[config.mk]
export PLATFORM = sky130hd
export DESIGN_NAME = sertx_top
export DESIGN_NICKNAME = d
export VERILOG_FILES = /design/src/rtl/sertx_pkg.sv /design/src/rtl/sertx_hold.sv /design/src/rtl/sertx_shift.sv /design/src/rtl/sertx_top.sv
export SDC_FILE = /design/constraint.sdc
export NUM_CORES = 1
export LEC_CHECK = 0
export ABC_CLOCK_PERIOD_IN_PS = 4350
export BUFFER_PORTS_ARGS = -buffer_cell sky130_fd_sc_hd__buf_2
export CORE_MARGIN = 2
export CORE_UTILIZATION = 45
export CTS_CLUSTER_SIZE = 8
export DETAILED_ROUTE_END_ITERATION = 10
export GPL_TIMING_DRIVEN = 0
export MAX_ROUTING_LAYER = met4
export PLACE_DENSITY_LB_ADDON = 0.15
export SKIP_CTS_REPAIR_TIMING = 1
export SLEW_MARGIN = 20
export SYNTH_ARGS = -nofsm -noshare
export SYNTH_HDL_FRONTEND = slang
export SYNTH_SLANG_ARGS = --single-unit
[constraint.sdc]
create_clock -name clk -period 4.35 [get_ports clk]
set_input_delay 0 -clock clk [delete_from_list [all_inputs] [get_ports clk]]
set_output_delay 0 -clock clk [all_outputs]
set_load 0.1 [all_outputs]
[src/rtl/sertx_pkg.sv]
package sertx_pkg;

    localparam int DW      = 8;
    localparam int OVS_DEF = 16;

    typedef enum logic [1:0] {
        PAR_NONE = 2'b00,
        PAR_ODD  = 2'b01,
        PAR_EVEN = 2'b10,
        PAR_OFF  = 2'b11
    } par_e;

    typedef enum logic [2:0] {
        S_IDLE,
        S_START,
        S_DATA,
        S_PAR,
        S_STOP
    } st_e;

    typedef struct packed {
        logic [1:0] len;
        par_e       par;
        logic       stop_long;
    } cfg_t;

    function automatic logic [3:0] nbits(logic [1:0] len);
        return 4'd5 + {2'b00, len};
    endfunction

    function automatic logic [DW-1:0] len_mask(logic [1:0] len);
        return 8'hFF >> (2'd3 - len);
    endfunction

    function automatic logic par_on(par_e p);
        return (p == PAR_ODD) || (p == PAR_EVEN);
    endfunction

    function automatic logic par_bit(logic [DW-1:0] d, cfg_t c);
        return (^(d & len_mask(c.len))) ^ (c.par == PAR_ODD);
    endfunction

    function automatic int unsigned stop_ticks(int unsigned ovs, cfg_t c);
        if (!c.stop_long) return ovs;
        if (c.len == 2'b00) return ovs + ovs / 2;
        return 2 * ovs;
    endfunction

endpackage

[src/rtl/sertx_hold.sv]
module sertx_hold
    import sertx_pkg::*;
(
    input  logic          clk,
    input  logic          rst,
    input  logic          wr_en,
    input  logic [DW-1:0] wr_data,
    input  logic          take,
    output logic          full,
    output logic [DW-1:0] data
);

    always_ff @(posedge clk) begin
        if (rst) begin
            full <= 1'b0;
            data <= '0;
        end else begin
            if (wr_en) begin
                full <= 1'b1;
                data <= wr_data;
            end else if (take) begin
                full <= 1'b0;
            end
        end
    end

    AST_TAKE_NEEDS_FULL: assert property (@(posedge clk) disable iff (rst)
        take |-> full);
    AST_TAKE_FREES: assert property (@(posedge clk) disable iff (rst)
        (take && !wr_en) |=> !full);

endmodule

[src/rtl/sertx_shift.sv]
module sertx_shift
    import sertx_pkg::*;
#(
    parameter int OVS = OVS_DEF
) (
    input  logic          clk,
    input  logic          rst,
    input  logic          tick,
    input  logic          hold_full,
    input  logic [DW-1:0] hold_data,
    input  cfg_t          cfg_in,
    output logic          take,
    output logic          line,
    output logic          busy
);

    localparam int CW = $clog2(2 * OVS + 1);

    st_e           st;
    logic [CW-1:0] tcnt;
    logic [2:0]    bidx;
    logic [DW-1:0] sh;
    logic          pb;
    cfg_t          cfg;
    logic [CW-1:0] lim;
    logic          bit_end;

    always_comb begin
        lim     = (st == S_STOP) ? CW'(stop_ticks(OVS, cfg)) : CW'(OVS);
        bit_end = tick && (tcnt == lim - 1'b1);
        take    = hold_full && ((st == S_IDLE) || (st == S_STOP && bit_end));
        busy    = (st != S_IDLE);
        case (st)
            S_START: line = 1'b0;
            S_DATA:  line = sh[0];
            S_PAR:   line = pb;
            default: line = 1'b1;
        endcase
    end

    always_ff @(posedge clk) begin
        if (rst) begin
            st   <= S_IDLE;
            tcnt <= '0;
            bidx <= '0;
            sh   <= '0;
            pb   <= 1'b0;
            cfg  <= '0;
        end else if (take) begin
            st   <= S_START;
            tcnt <= '0;
            bidx <= '0;
            sh   <= hold_data;
            cfg  <= cfg_in;
            pb   <= par_bit(hold_data, cfg_in);
        end else if (st != S_IDLE) begin
            if (bit_end) begin
                tcnt <= '0;
                case (st)
                    S_START: st <= S_DATA;
                    S_DATA: begin
                        sh <= sh >> 1;
                        if ({1'b0, bidx} == nbits(cfg.len) - 4'd1)
                            st <= par_on(cfg.par) ? S_PAR : S_STOP;
                        else
                            bidx <= bidx + 3'd1;
                    end
                    S_PAR:   st <= S_STOP;
                    default: st <= S_IDLE;
                endcase
            end else if (tick) begin
                tcnt <= tcnt + 1'b1;
            end
        end
    end

    AST_TCNT_BOUND: assert property (@(posedge clk) disable iff (rst)
        tcnt < CW'(2 * OVS));
    AST_NO_TICK_HOLD: assert property (@(posedge clk) disable iff (rst)
        (!tick && !take && busy) |=> $stable(tcnt));
    AST_BIDX_BOUND: assert property (@(posedge clk) disable iff (rst)
        (st == S_DATA) |-> ({1'b0, bidx} < nbits(cfg.len)));

endmodule

[src/rtl/sertx_top.sv]
module sertx_top
    import sertx_pkg::*;
#(
    parameter int OVS = OVS_DEF
) (
    input  logic       clk,
    input  logic       rst,
    input  logic       baud_tick,
    input  logic       wr_en,
    input  logic [7:0] wr_data,
    input  logic [1:0] cfg_len,
    input  logic [1:0] cfg_par,
    input  logic       cfg_stop2,
    input  logic       brk,
    output logic       txd,
    output logic       thr_empty,
    output logic       tsr_empty
);

    cfg_t          cfg;
    logic          take;
    logic          hold_full;
    logic [DW-1:0] hold_data;
    logic          line;
    logic          busy;

    always_comb begin
        cfg.len       = cfg_len;
        cfg.par       = par_e'(cfg_par);
        cfg.stop_long = cfg_stop2;
    end

    sertx_hold u_hold (
        .clk     (clk),
        .rst     (rst),
        .wr_en   (wr_en),
        .wr_data (wr_data),
        .take    (take),
        .full    (hold_full),
        .data    (hold_data)
    );

    sertx_shift #(.OVS(OVS)) u_shift (
        .clk       (clk),
        .rst       (rst),
        .tick      (baud_tick),
        .hold_full (hold_full),
        .hold_data (hold_data),
        .cfg_in    (cfg),
        .take      (take),
        .line      (line),
        .busy      (busy)
    );

    assign txd       = brk ? 1'b0 : line;
    assign thr_empty = !hold_full;
    assign tsr_empty = !busy;

    AST_IDLE_LINE_HIGH: assert property (@(posedge clk) disable iff (rst)
        (!busy && !brk) |-> txd);
    AST_BUSY_AFTER_TAKE: assert property (@(posedge clk) disable iff (rst)
        take |=> busy);

endmodule

==> results of run 1 <==
-- metrics by stage --
stage | setup WS (ps) | util | power [mW] | hold slack [ps] | cells
after CTS | 1640 | 0.527 | 0.707 | -74.9 | 277
after global placement | 1660 | 0.502 | 0.447 | 233 | 269
after floorplan | 2000 | - | 0.425 | 144 | 201
after global routing | 1450 | 0.557 | 0.738 | 0.529 | 289
final | 1650 | 0.557 | 0.706 | -69.3 | 289
after detailed placement | 1670 | 0.502 | 0.448 | 244 | 269
-- flip-flops by register name (all words and copies together), names as in the netlist --
register	flops
u_hold.data	8
u_hold.full	1
u_shift.bidx	3
u_shift.cfg	5
u_shift.pb	1
u_shift.sh	8
u_shift.st	3
u_shift.tcnt	6
-- power by group through the flow --
stage	Sequential, mW	Clock [mW]	Combinational (mW)
after floorplan	0.350	0	0.0750
after global placement	0.353	0	0.0945
after detailed placement	0.353	0	0.0953
after CTS	0.346	0.266	0.0955
after global routing	0.348	0.278	0.112
final	0.346	0.258	0.102
-- critical path: stages, from the launching register on --
cell and delay [ps]:
dfxtp_1 390, nor2_1 330, o2111a_1 250, ha_1 230, xor2_1 170, nor4_1 570, buf_4 310, mux2i_1 240
a211oi_2 90
-- final cells by class --
cell class                 instances  area share
clock buffer                       6      0.0376
sequential                        35       0.319
buffer                            10      0.0262
inverter                           5     0.00854
clock inverter                     2     0.00740
multi-input combinational        151       0.477
tap                               50      0.0285
timing repair buffer              30      0.0957
-- logic make-up after synthesis --
kind of cell,count (synthesis),synth area share
and+or+nand+nor,71,0.206
AOI/OAI and AO/OA,39,0.150
DFF,35,0.384
muxes,22,0.121
xor gates and xnor gates,16,0.0768
buffers and inverters,15,0.0418
adders and majority gates,3,0.0206
-- cells in the final DEF, fill, tap and decap left out, drive strengths merged, types with 2 or more instances in the layout --
master	Yosys	final
dfxtp	35	35
nor2	27	27
buf	6	24
mux2i	22	22
a21oi	15	15
dlygate4sd3	0	12
nand2	11	11
o21ai	10	10
clkbuf	4	10
xnor2	9	9
xor2	7	7
nand3	7	7
a211oi	6	6
inv	5	5
and2	4	4
nor3	3	3
ha	3	3
nor4	3	3
a21boi	3	3
nand2b	2	2
and2b	2	2
or2	2	2
nor3b	2	2
or4	2	2
-- metal layers --
layer	GRT usage	wire length [um]	vias to the layer above
li1	-	-	779
met1	0.207	1700	661
met2	0.316	1850	16
met3	0.0450	105	8
met4	0.0918	84	0
met5	-	0	-
-- worst max-delay path by stage --
stage	startpoint	end	slack, ps	cells past startpoint
final	u_shift.st[0]	u_shift.sh[1]	1650	8
after global routing	u_shift.st[0]	u_shift.sh[3]	1450	8
after CTS	u_shift.st[0]	u_shift.sh[1]	1640	8
after detailed placement	u_shift.st[0]	u_shift.sh[1]	1670	8
after global placement	u_shift.st[0]	u_shift.sh[1]	1660	8
after floorplan	u_shift.cfg[3]	u_shift.st[1]	2000	8
==> impl_results.md, run 1 <==
* Router iterations before antenna repair at 4
* Post-Syn Nets at 222
* Detailed placement HPWL at 2690 um
* Max Root-Sink Buffers at 2
* Routability cong. at about 0.73
* Maximum vdd ir drop at approximately 0.28 mV
* CP Launch Type: flip-flop
* Mapped Area at 1830 um^2
* Area delta synth->final at 20.4%
* Pin count of the biggest net entering global routing at 13
* R2R depth at 8
* Post-synth top flop: dfxtp_1
* Most common cell in the netlist: dfxtp_1
* CTS tree: built
* Worst hold path depth at 3
* Chip Height at 67.7 um
* GRT overflow at 0
* CP Data Required Time at between 4000 and 5000 ps
* Distinct cells, synth at 46
* Hold Fails Final Rpt at 1
* Critical Path AT at 2870 ps
* P_sw at 0.196 mW
* CTS Root Cell: clkbuf_8
* Nets at 259
* Vias per cell at 5.07
* Antenna Cells at 0
* Setup CP Type: flip-flop to flip-flop
* Most frequent cells after synthesis: dfxtp_1, nor2_1, mux2i_1, a21oi_1, nand2_1
* Buffers on Ports at 18
* Reg area at between 700 and 800 um^2
* Cells after Synth at 201
* Crit share post-route at 0.620
* Multi-input combinational cell area at ~1000 um^2
* Via count at 1464
* Initial antenna violation count at 0
* Combinational share of power at 0.145
* Switching Fraction at 0.278
* Critical register-to-register path startpoint: u_shift.st[0]
* Area leader, netlist: dfxtp_1
* Fmax at 371 MHz
* Final min period at roughly 2700 ps
* Min Hold Slack at -69.3 ps
* Share of Yosys cell area claimed by the top area cell type at 0.384
* Pint at 0.510 mW
* Cell area after layout at 2200 um^2
* CTS Buf Count at 5
* Relative slew margins at 0.580
* Hold Crit Endpoint: u_hold.data[7]
* RSZ-0062 raised after global routing: false
* Synth warn at 0
* Total GRT Usage at 0.188
* Max-Cap Viols at 0
* Worst Tran Pin Value at 630 ps
* Clk pwr share at 0.366
* Worst skew pair latency at 300 ps
* Final clock skew at 10.2 ps
* Row count at 23
* Capturing point of the worst reg2reg path: u_shift.sh[1]
* Initial drt markers at 46
* FF-to-FF setup slack at 1650 ps
* Leak at 0.895 nW
* Sequential cell area fraction in the yosys report at 0.384
* Ys async rst share at 0
* Residual DRC at 0
* Hold WC Path Type: input pin to flip-flop
* Status: finished with violations
* Starting density of the core at 0.463
* Clock Sink Count at 35
* Worst-path clk slew at 80 ps
* H-tree depth at 2
* Seq pwr share at 0.490
* Fillers at approximately 360
* Share of cells above drive strength 1 at 0.180
* Vias in the first global route at between 1000 and 1500
* Pwr/cell area at ~320 nW/um^2
* Hold path start: wr_data[7]
* Drt total wl at around 3700 um
* Critical path peak fanout at 10
* Seq cells post-synth at 35
* First-pass GRT wire length at 6140 um
* Placed Area at a little under 2000 um^2
* Final Setup Violations at 0
* Post-Syn Area per Cell at 9.08 um^2
* Setup TNS at 0 ps
* CP Capture Type: flip-flop
* Core area at between 3000 and 4000 um^2
* Largest cells by area after synthesis: dfxtp_1, mux2i_1, nor2_1, xnor2_1, a21oi_1
* Per-cell routed wire length at 12.9 um
* EDFF count, synth at 0
* Die footprint at 4580 um^2
* Routed Antenna Nets at 0
* IO Pins at 21
* Final Slew Violations at 0
* Failing checks: hold timing
* Die width at roughly 68 um
Note: power is estimated with default switching activity, not from simulation.
==> run 2: changes to the inputs <==
--- a/config.mk
+++ b/config.mk
@@ -5,7 +5,7 @@
 export SDC_FILE = /design/constraint.sdc
 export NUM_CORES = 1
 export LEC_CHECK = 0
-export ABC_CLOCK_PERIOD_IN_PS = 4350
+export ABC_CLOCK_PERIOD_IN_PS = 2400
 export BUFFER_PORTS_ARGS = -buffer_cell sky130_fd_sc_hd__buf_2
 export CORE_MARGIN = 2
 export CORE_UTILIZATION = 45
==> constraint.sdc (replaced) <==
create_clock -name clk -period 2.4 [get_ports clk]
set_input_delay 0 -clock clk [delete_from_list [all_inputs] [get_ports clk]]
set_output_delay 0 -clock clk [all_outputs]
set_load 0.1 [all_outputs]
==> impl_results.md, run 2 (synthesized netlist as in run 1, its figures left out) <==
* Status: finished with violations (unchanged)
* Failing checks: hold timing (unchanged)
* Reg area at 706 um^2 (was 701 um^2)
* Leak at 0.934 nW (was 0.895 nW)
* Critical path peak fanout at 10 (unchanged)
* Power Total at 1.29 mW (was 0.706 mW)
* Critical Path AT at 2460 ps (was 2870 ps)
* Share of cells above drive strength 1 at 0.241 (was 0.180)
* Residual DRC at 0 (unchanged)
* Placed Area at 1980 um^2 (unchanged)
* Setup ws final at 115 ps (was 1650 ps)
* CP Launch Type: flip-flop (unchanged)
* Initial drt markers at 45 (was 46)
* Die width at 67.7 um (unchanged)
* Total GRT Usage at 0.188 (unchanged)
* Clk pwr share at 0.362 (was 0.366)
* Die footprint at 4580 um^2 (unchanged)
* Detailed placement HPWL at 2690 um (unchanged)
* Post-route insts no fill at 295 (was 289)
* Cell area after layout at 2360 um^2 (was 2200 um^2)
* Commonest cells after routing, fill and taps aside: dfxtp_1, nor2_1, mux2i_1, buf_2, a21oi_1 (unchanged)
* Hold WC Path Type: input pin to flip-flop (unchanged)
* Seq pwr share at 0.487 (was 0.490)
* Place WS at -279 ps (was 1670 ps)
* Routability cong. at 0.731 (unchanged)
* CP Data Required Time at 2570 ps (was 4530 ps)
* CTS Root Cell: clkbuf_8 (unchanged)
* Final Setup Violations at 0 (unchanged)
* Core area at 3940 um^2 (unchanged)
* Via count at 1504 (was 1464)
* Final clock skew at 8.95 ps (was 10.2 ps)
* Max-Cap Viols at 0 (unchanged)
* CP Capture Type: flip-flop (unchanged)
* Final Slew Violations at 0 (unchanged)
* Final min period at 2290 ps (was 2700 ps)
* First-pass GRT wire length at 6140 um (unchanged)
* Commonest non-fill, non-tap cell in the layout: dfxtp_1 (unchanged)
* Worst skew pair latency at 300 ps (about the same)
* Starting density of the core at 0.463 (unchanged)
* Router iterations before antenna repair at 4 (unchanged)
* CTS Buf Count at 5 (unchanged)
* Chip Height at 67.7 um (unchanged)
* Area delta synth->final at 29.5% (was 20.4%)
* Multi-input combinational cell area at 1150 um^2 (was 1050 um^2)
* Combinational share of power at 0.151 (was 0.145)
* IO Pins at 21 (unchanged)
* Maximum vdd ir drop at 0.502 mV (was 0.278 mV)
* Pwr/cell area at 544 nW/um^2 (was 321 nW/um^2)
* Dpl cells at 269 (unchanged)
* GRT overflow at 0 (unchanged)
* Fmax at 438 MHz (was 371 MHz)
* CTS tree: built (unchanged)
* Routed Antenna Nets at 0 (unchanged)
* Initial antenna violation count at 0 (unchanged)
* Nets at 265 (was 259)
* Drt total wl at 3900 um (was 3740 um)
* Biggest regs: u_hold.data (8), u_shift.sh (8), u_shift.tcnt (6) (unchanged)
* Pin count of the biggest net entering global routing at 13 (unchanged)
* Vias per cell at 5.10 (was 5.07)
* Antenna Cells at 0 (unchanged)
* Clock Sink Count at 35 (unchanged)
* Vias in the first global route at 1385 (unchanged)
* Worst Tran Pin Value at 616 ps (was 630 ps)
* Buffers on Ports at 18 (unchanged)
* Per-cell routed wire length at 13.2 um (was 12.9 um)
* Crit share post-route at 0.952 (was 0.620)
* Relative slew margins at 0.590 (was 0.580)
* Setup CP Type: flip-flop to flip-flop (unchanged)
* Hold Fails Final Rpt at 1 (unchanged)
* Fillers at 343 (was 359)
* Max Root-Sink Buffers at 2 (unchanged)
* H-tree depth at 2 (unchanged)
* Worst-path clk slew at 80 ps (about the same)
* Min Hold Slack at -67.3 ps (was -69.3 ps)
* Pint at 0.930 mW (was 0.510 mW)
* Switching Fraction at 0.277 (was 0.278)
* Row count at 23 (unchanged)
* P_sw at 0.357 mW (was 0.196 mW)
## run 2: path summary, 6_finish.rpt
kind | endpoint | slack, ps | start | depth (start not counted)
max | u_shift.cfg[1] | 110 | u_shift.cfg[3] | 10
min | u_hold.data[7] | -70 | wr_data[7] | 3
max reg2reg | u_shift.cfg[1] | 110 | u_shift.cfg[3] | 10
min reg2reg | u_shift.sh[6] | 450 | u_shift.sh[7] | 2
## run 2: layout make-up
cell class,instances,share of cell area
Clock inverter,2,0.00688
Timing Repair Buffer,36,0.110
Tap cell,50,0.0265
Sequential cell,35,0.298
Clock buffer,6,0.0349
Inverter,5,0.00794
Multi-Input combinational cell,151,0.487
Buffer,10,0.0291
## run 2: stage by stage
step | utilization | setup TNS [ps]
3_5_place_dp | 0.502 | -3860
4_1_cts | 0.527 | -4460
6_report | 0.600 | 0
3_3_place_gp | 0.502 | -3880
2_1_floorplan | - | 0
5_1_grt | 0.600 | -20.0
## run 2: worst max-delay path: stages, from the launching register on
cell and delay, ps:
dfxtp_4 370, and4bb_2 270, and2_4 170, ha_4 280, xor2_4 270, nor4_4 80
a32oi_2 170, buf_6 150, buf_8 150, mux2i_1 190, nor2_1 50
## run 2: power by group through the flow
stage / clock network (mW) / registers (mW) / logic, mW
finish: 0.466 / 0.627 / 0.194
global route: 0.503 / 0.631 / 0.213
CTS: 0.482 / 0.626 / 0.173
detailed placement: 0 / 0.640 / 0.173
global placement: 0 / 0.639 / 0.171
floorplan: 0 / 0.634 / 0.136
## run 2: layer usage
layer | part of all wire | global-route usage | wire length (um)
met1 | 0.45 | 0.207 | 1750
met2 | 0.51 | 0.316 | 1970
met3 | 0.029 | 0.0450 | 112
met4 | 0.016 | 0.0918 | 61
met5 | 0 | - | 0
==> run 3: changes to the inputs <==
--- a/config.mk
+++ b/config.mk
@@ -13,7 +13,7 @@
 export DETAILED_ROUTE_END_ITERATION = 10
 export GPL_TIMING_DRIVEN = 0
 export MAX_ROUTING_LAYER = met4
-export PLACE_DENSITY_LB_ADDON = 0.15
+export PLACE_DENSITY = 0.65
 export SKIP_CTS_REPAIR_TIMING = 1
 export SLEW_MARGIN = 20
 export SYNTH_ARGS = -nofsm -noshare
==> impl_results.md, run 3 (synthesized netlist as in run 1, its figures left out) <==
* Status: finished with violations (unchanged)
* Failing checks: hold timing (unchanged)
* Commonest non-fill, non-tap cell in the layout: dfxtp_1 (unchanged)
* Final Slew Violations at 0 (unchanged)
* Relative slew margins at 0.571 (was 0.590)
* Antenna Cells at 0 (unchanged)
* Clock Sink Count at 35 (unchanged)
* Critical path peak fanout at 8 (was 10)
* M2 GR Usage at 0.289 (was 0.316)
* Share of cells above drive strength 1 at 0.239 (was 0.241)
* Per-cell routed wire length at 12.8 um (was 13.2 um)
* Hold Crit Endpoint: u_shift.cfg[3] (was u_hold.data[7])
* Via count at 1528 (was 1504)
* Row count at 23 (unchanged)
* Routing usage on met3 at 0.0500 (was 0.0450)
* Worst-path clk slew at 70 ps (was 80 ps)
* Dpl cells at 269 (unchanged)
* Capturing point of the worst reg2reg path: u_shift.st[1] (was u_shift.cfg[1])
* Layout Utilization at 0.588 (was 0.600)
* Initial antenna violation count at 0 (unchanged)
* Setup TNS at 0 ps (unchanged)
* First-pass GRT wire length at 6080 um (was 6140 um)
* Worst hold path depth at 3 (unchanged)
* Max Root-Sink Buffers at 2 (unchanged)
* Pwr/cell area at 586 nW/um^2 (was 544 nW/um^2)
* Maximum vdd ir drop at 0.415 mV (was 0.502 mV)
* Vias per cell at 5.14 (was 5.10)
* Critical register-to-register path startpoint: u_shift.cfg[4] (was u_shift.cfg[3])
* Worst Tran Pin Value at 644 ps (was 616 ps)
* Crit share post-route at 0.987 (was 0.952)
* Setup CP Type: flip-flop to flip-flop (unchanged)
* Setup ws final at 32.4 ps (was 115 ps)
* CTS Buf Count at 5 (unchanged)
* GRT overflow at 0 (unchanged)
* Place WS at -224 ps (was -279 ps)
* Chip Height at 67.7 um (unchanged)
* Residual DRC at 0 (unchanged)
* Cell area after layout at 2320 um^2 (was 2360 um^2)
* Core area at 3940 um^2 (unchanged)
* Placed Area at 1980 um^2 (unchanged)
* Final clock skew at 10.9 ps (was 8.95 ps)
* FF-to-FF setup slack at 30 ps (was 110 ps)
* Pin count of the biggest net entering global routing at 14 (was 13)
* Busiest grt layer: met2 (unchanged)
* Worst skew pair latency at 290 ps (was 300 ps)
* Starting density of the core at 0.463 (unchanged)
* Drt total wl at 3790 um (was 3900 um)
* IO Pins at 21 (unchanged)
* Router iterations before antenna repair at 4 (unchanged)
* H-tree depth at 2 (unchanged)
* Critical Path AT at 2590 ps (was 2460 ps)
* Hold Fails Final Rpt at 2 (was 1)
* Final min period at 2370 ps (was 2290 ps)
* CTS tree: built (unchanged)
* Nets at 267 (was 265)
* Initial drt markers at 70 (was 45)
* Power Total at 1.36 mW (was 1.29 mW)
* GR Layer Usage met1 at 0.227 (was 0.207)
* Final Setup Violations at 0 (unchanged)
* Routability cong. at 0.728 (was 0.731)
* Fmax at 422 MHz (was 438 MHz)
* Hold path start: cfg_len[0] (was wr_data[7])
* Min Hold Slack at -9.03 ps (was -67.3 ps)
* Commonest cells after routing, fill and taps aside: dfxtp_1, nor2_1, mux2i_1, buf_2, a21oi_1 (unchanged)
* R2R depth at 8 (was 10)
* CP Capture Type: flip-flop (unchanged)
* Area delta synth->final at 26.9% (was 29.5%)
* Biggest regs: u_hold.data (8), u_shift.sh (8), u_shift.tcnt (6) (unchanged)
* Buffers on Ports at 18 (unchanged)
* Die width at 67.7 um (unchanged)
* Vias in the first global route at 1342 (was 1385)
* CP Launch Type: flip-flop (unchanged)
* Hold WC Path Type: input pin to flip-flop (unchanged)
* Fillers at 353 (was 343)
* Routed Antenna Nets at 0 (unchanged)
* Die footprint at 4580 um^2 (unchanged)
* CTS Root Cell: clkbuf_8 (unchanged)
* Leak at 0.952 nW (was 0.934 nW)
* Total GRT Usage at 0.186 (was 0.188)
* CP Data Required Time at 2630 ps (was 2570 ps)
* Detailed placement HPWL at 2590 um (was 2690 um)
* Post-route insts no fill at 297 (was 295)
* Max-Cap Viols at 0 (unchanged)
run 3: changes by cell type in the layout (fill, tap and decap cells not counted), moves of 2 or more:
| cell | change |
|---|---|
| buf_4 | +5 |
| xor2_4 | -2 |
| nor4_2 | +2 |
| nor4_4 | -2 |
run 3: area by class of cell:
class	instances	area, um^2	area share
buffer	10	61.3	0.0265
clock buffer	5	68.8	0.0297
clock inverter	3	47.5	0.0205
inverter	5	18.8	0.00810
multi-input combinational	151	1080	0.467
sequential	35	708	0.306
tap	50	62.6	0.0270
timing repair buffer	38	268	0.116
run 3: worst max-delay path by stage:
stage | from | end | cells after the start
finish | u_shift.cfg[4] | u_shift.st[1] | 8
global route | u_shift.cfg[4] | u_shift.st[1] | 8
CTS | u_shift.st[0] | u_shift.sh[3] | 8
detailed placement | u_shift.st[0] | u_shift.sh[3] | 8
global placement | u_shift.st[0] | u_shift.sh[3] | 8
floorplan | u_shift.cfg[3] | u_shift.st[1] | 8
run 3: power by group:
part           internal (mW)  switching, mW
Clock                  0.315          0.225
Combinational         0.0875          0.104
Sequential             0.605         0.0207
run 3: critical path: stages (launching register included):
cell and delay (ps):
dfxtp_4 370, and4bb_2 250, and2_1 160, ha_1 320, xor2_2 180, nor3_2 230
o21ai_4 150, or4_4 530, a21oi_2 120
run 3: per-layer routing:
layer,routed length [um],part of all wire
met1,1840,0.49
met4,61,0.016
met2,1750,0.46
met5,0,0
met3,136,0.036
